==> src/rtl/tri_noise_overlay.sv <==
module tri_noise_overlay #(
  parameter int DW = 12,
  parameter int AW = 4,
  parameter logic [DW-1:0] TAP_MASK = 12'h829,
  parameter logic [DW-1:0] SEED = 12'h5A3
) (
  input  logic          clk,
  input  logic          rst_n,
  input  logic          chan_en,
  input  logic          trig_en,
  input  logic          trig,
  input  logic [1:0]    wave_mode,
  input  logic [AW-1:0] amp_sel,
  input  logic [DW-1:0] base_val,
  output logic [DW-1:0] dout
);
  localparam logic [AW-1:0] AMP_MAX = AW'(DW - 1);
  localparam logic [1:0] MODE_OFF   = 2'b00;
  localparam logic [1:0] MODE_NOISE = 2'b01;

  logic [1:0]    cfg_mode;
  logic [AW-1:0] cfg_amp;
  logic [DW-1:0] lfsr;
  logic [DW-1:0] tri_cnt;
  logic          tri_up;

  logic [AW-1:0] amp_eff;
  logic [AW:0]   span;
  logic [DW-1:0] wmask;
  logic [DW-1:0] wave;
  logic [DW:0]   sum;
  logic [DW-1:0] sat;
  logic          fire;
  logic          lfsr_fb;

  assign fire    = chan_en & trig_en & trig;
  assign amp_eff = (cfg_amp > AMP_MAX) ? AMP_MAX : cfg_amp;
  assign span    = {1'b0, amp_eff} + (AW+1)'(1);
  assign wmask   = ~({DW{1'b1}} << span);
  assign lfsr_fb = ^(lfsr & TAP_MASK);

  always_comb begin
    case (cfg_mode)
      MODE_OFF:   wave = '0;
      MODE_NOISE: wave = lfsr & wmask;
      default:    wave = tri_cnt;
    endcase
  end

  assign sum = {1'b0, base_val} + {1'b0, wave};
  assign sat = sum[DW] ? {DW{1'b1}} : sum[DW-1:0];

  always_ff @(posedge clk) begin
    if (!rst_n) begin
      cfg_mode <= MODE_OFF;
      cfg_amp  <= '0;
    end else if (!chan_en) begin
      cfg_mode <= wave_mode;
      cfg_amp  <= amp_sel;
    end
  end

  always_ff @(posedge clk) begin
    if (!rst_n)
      lfsr <= SEED;
    else if (fire && cfg_mode == MODE_NOISE)
      lfsr <= {lfsr[DW-2:0], lfsr_fb};
  end

  always_ff @(posedge clk) begin
    if (!rst_n || !chan_en) begin
      tri_cnt <= '0;
      tri_up  <= 1'b1;
    end else if (fire && cfg_mode[1]) begin
      if (tri_up) begin
        if (tri_cnt == wmask) begin
          tri_up  <= 1'b0;
          tri_cnt <= tri_cnt - 1'b1;
        end else begin
          tri_cnt <= tri_cnt + 1'b1;
        end
      end else begin
        if (tri_cnt == '0) begin
          tri_up  <= 1'b1;
          tri_cnt <= tri_cnt + 1'b1;
        end else begin
          tri_cnt <= tri_cnt - 1'b1;
        end
      end
    end
  end

  always_ff @(posedge clk) begin
    if (!rst_n)
      dout <= '0;
    else if (chan_en) begin
      if (!trig_en)
        dout <= base_val;
      else if (trig)
        dout <= sat;
    end
  end
endmodule

==> config.mk <==
export PLATFORM = sky130hd
export DESIGN_NAME = tri_noise_overlay
export DESIGN_NICKNAME = d
export VERILOG_FILES = /design/src/rtl/tri_noise_overlay.sv
export SDC_FILE = /design/constraint.sdc
export NUM_CORES = 1
export LEC_CHECK = 0
export BUFFER_PORTS_ARGS = -buffer_cell sky130_fd_sc_hd__buf_2
export CAP_MARGIN = 10
export CORE_MARGIN = 2
export CORE_UTILIZATION = 48
export CTS_CLUSTER_DIAMETER = 150
export DETAILED_ROUTE_END_ITERATION = 8
export GPL_TIMING_DRIVEN = 0
export PLACE_DENSITY = 0.78
export SKIP_CTS_REPAIR_TIMING = 1
export SLEW_MARGIN = 20
export SYNTH_ARGS = -nofsm -noshare
export SYNTH_HDL_FRONTEND = slang
export SYNTH_SLANG_ARGS = --single-unit
==> constraint.sdc <==
create_clock -name clk -period 3.2 [get_ports clk]
set_input_delay 0.32 -clock clk [delete_from_list [all_inputs] [get_ports clk]]
set_output_delay 0.32 -clock clk [all_outputs]
set_load 0.05 [all_outputs]
==> run metrics <==
failing checks negative setup slack; GRT Total Usage 24.5%; unrepaired setup endpoints after global routing true; post-DR vias/cell 6.01; worst-path maximum fanout 5; Slew Viols, Final 0; status finished with violations; Nets 538; setup TNS -1200 ps; drt pass-1 iters 6; CP Capture Type flop; MaxCap Viol Count 0; slowest CP cell dfxtp_4; Cell Chain, Critical Path buf_8 > a21oi_4 > nor2_4 > ha_4 > a311oi_4 > nand2_1 > a32o_2 > ha_4 > a21o_1 > a21oi_2 > o211ai_1 > a31o_2 > a21oi_2 > mux2_4 > nand3_2; Worst Setup Start Kind flop; Post-Syn Area 0.00335 mm2; FP Rows 30; CP Data Required Time 3450 ps; Diodes inserted 0; reg2reg start cfg_amp[3]$_SDFFE_PN0N_; WHS 273 ps; Final Total Pwr 1240 uW; Die ar. 0.00766 mm2; Placer Congestion 0.917; H-tree lvl count 2; fin crit share 106%; P&R area growth vs syn 20.9%; GR Overflow Total 0; count of final setup violators 12; VDD IR max 0.000172 V; HP Start amp_sel[1]; pwr dens 306 mW/mm2; Root Driver clkbuf_8; drt first-iter violations 240; wire per inst 16.6 um; Slew @ Worst Pin 805 ps; Reg clk slew, reported paths 90 ps; worst slew margin relative to its limit 46.2%; Synth area leader dfxtp_1; largest net degree at the start of global routing 13; CTS max path bufs 2; Peak Freq 296 MHz; Port Buf Inserts 34; syn nets 484; Setup CP Type flop to flop; FF+latch count, synth 43; slowest stage delay, CP 350 ps; Fin. Hold Viols 0; fraction of layout cells with a size suffix above 1 22.7%; sequential-to-total area share from yosys stat 25.7%; Finished Cell Area 0.00405 mm2; EDFF count, synth 0; most common cell in the netlist nand2_1; DR DRC count 0; Area contributors post-synth dfxtp_1 26%, nand2_1 8.4%, ha_1 6.7%; syn avg cell area 7.57 um2; worst clock skew 5.20 ps; Arr. time, crit path 3630 ps; Initial Util 49.5%; CTS buffer count 5; CTS sink cnt 43; CTS tree done; core area 0.00676 mm2; DP Area 0.00364 mm2; Die H 87.5 um; clock latency at the later pin of the worst-skew pair 300 ps; area share of the largest cell type after synthesis 25.7%; Final Util 59.9%; Top FF cell, synth dfxtp_1; first-pass GRT wire length 15,000 um; vias post-DR 3,469; Routed WL 9550 um; min cycle time layout 3380 ps; # IOs 35; Async SR Flop Fraction 0%; number of global-route vias before repair 3,137; Hold Crit Class input port to flop; HPWL Detailed 6630 um; Netlist cell types 58; most instantiated cells after synthesis 75 x nand2_1, 43 x dfxtp_1, 36 x o21ai_0; initial antenna violation count 0; Detail Route Antenna Nets 0; post-route setup slack -180 ps; Mapped Cells 442; Crit. Startpoint cfg_amp[3]$_SDFFE_PN0N_; leakage 0.00166 uW; DIE WIDTH 87.5 um; yosys warns 0
-- critical path: cells and delay by family, from the launching register on --
| family | cells | cell delay, ps |
|---|---|---|
| AOI/OAI and AO/OA | 8 | 1830 |
| adders and majority gates | 2 | 470 |
| DFF | 1 | 350 |
| muxes | 1 | 320 |
| and+or+nand+nor | 3 | 230 |
| buffers and inverters | 1 | 130 |
-- metrics by stage --
step | setup slack (ps) | std cells
after floorplan | -1.87 | 442
after global placement | -395 | 556
after detailed placement | -426 | 556
after CTS | -444 | 564
after global routing | -321 | 577
final | -180 | 577
-- kinds of logic after synthesis --
kind of cell | count (synthesis) | share of synthesized area (%)
AOI/OAI and AO/OA | 108 | 21.9
and+or+nand+nor | 197 | 29.1
DFF | 43 | 25.7
muxes | 21 | 6.36
buffers and inverters | 42 | 6.50
adders and majority gates | 19 | 7.33
xor gates and xnor gates | 12 | 3.14
-- final timing paths --
check | to | slack [ps] | depth (start not counted)
worst max-delay path | dout[9]$_SDFFE_PN0P_ | -180 | 15
worst min register to register | dout[3]$_SDFFE_PN0P_ | 450 | 2
worst max register to register | dout[9]$_SDFFE_PN0P_ | -180 | 15
worst min-delay path | cfg_amp[1]$_SDFFE_PN0N_ | 270 | 3
-- power by group --
| group | internal [uW] | switching (uW) | total, uW |
|---|---|---|---|
| Clock | 197 | 194 | 392 |
| Combinational | 110 | 170 | 280 |
| Sequential | 553 | 13.3 | 566 |
| Total | 860 | 378 | 1240 |
-- state kept, by name (all words and copies together) (netlist names) --
name and flops:
tri_cnt 12, lfsr 12, cfg_amp 4, cfg_mode 2
dout 12, tri_up 1
-- cell type report --
cell class | instances | area (um2)
Sequential cell | 43 | 867
Fill cell | 621 | 2710
Timing Repair Buffer | 47 | 298
Buffer | 30 | 190
Inverter | 11 | 41.3
Multi-Input combinational cell | 358 | 2450
Tap cell | 80 | 100
Clock buffer | 8 | 100
-- routing by layer --
layer / GRT usage (%) / share of wire [%] / vias to the layer above
li1: - / - / 1692
met1: 33.4 / 44 / 1588
met2: 40.3 / 47 / 164
met3: 3.51 / 7.0 / 25
met4: 6.85 / 1.8 / 0
met5: 0 / 0 / -
-- cells in the final DEF, fill, tap and decap left out, types with 5 or more instances in the layout --
| master | n |
|---|---|
| o21ai_0 | 28 |
| inv_1 | 9 |
| nand4_1 | 5 |
| xnor2_1 | 10 |
| a21oi_1 | 9 |
| nor3_1 | 16 |
| nand3_1 | 23 |
| dfxtp_1 | 40 |
| nand2_1 | 75 |
| a21oi_4 | 5 |
| buf_4 | 16 |
| a21oi_2 | 5 |
| or3_1 | 6 |
| nor2_1 | 20 |
| a21boi_0 | 9 |
| o21ai_1 | 7 |
| and3_1 | 6 |
| buf_6 | 5 |
| nor2b_1 | 8 |
| buf_2 | 36 |
| clkbuf_8 | 7 |
| o211ai_1 | 9 |
| ha_1 | 14 |
| mux2i_1 | 19 |
| clkbuf_1 | 14 |
| nand2b_1 | 7 |
(Power assumes the default switching activity.)
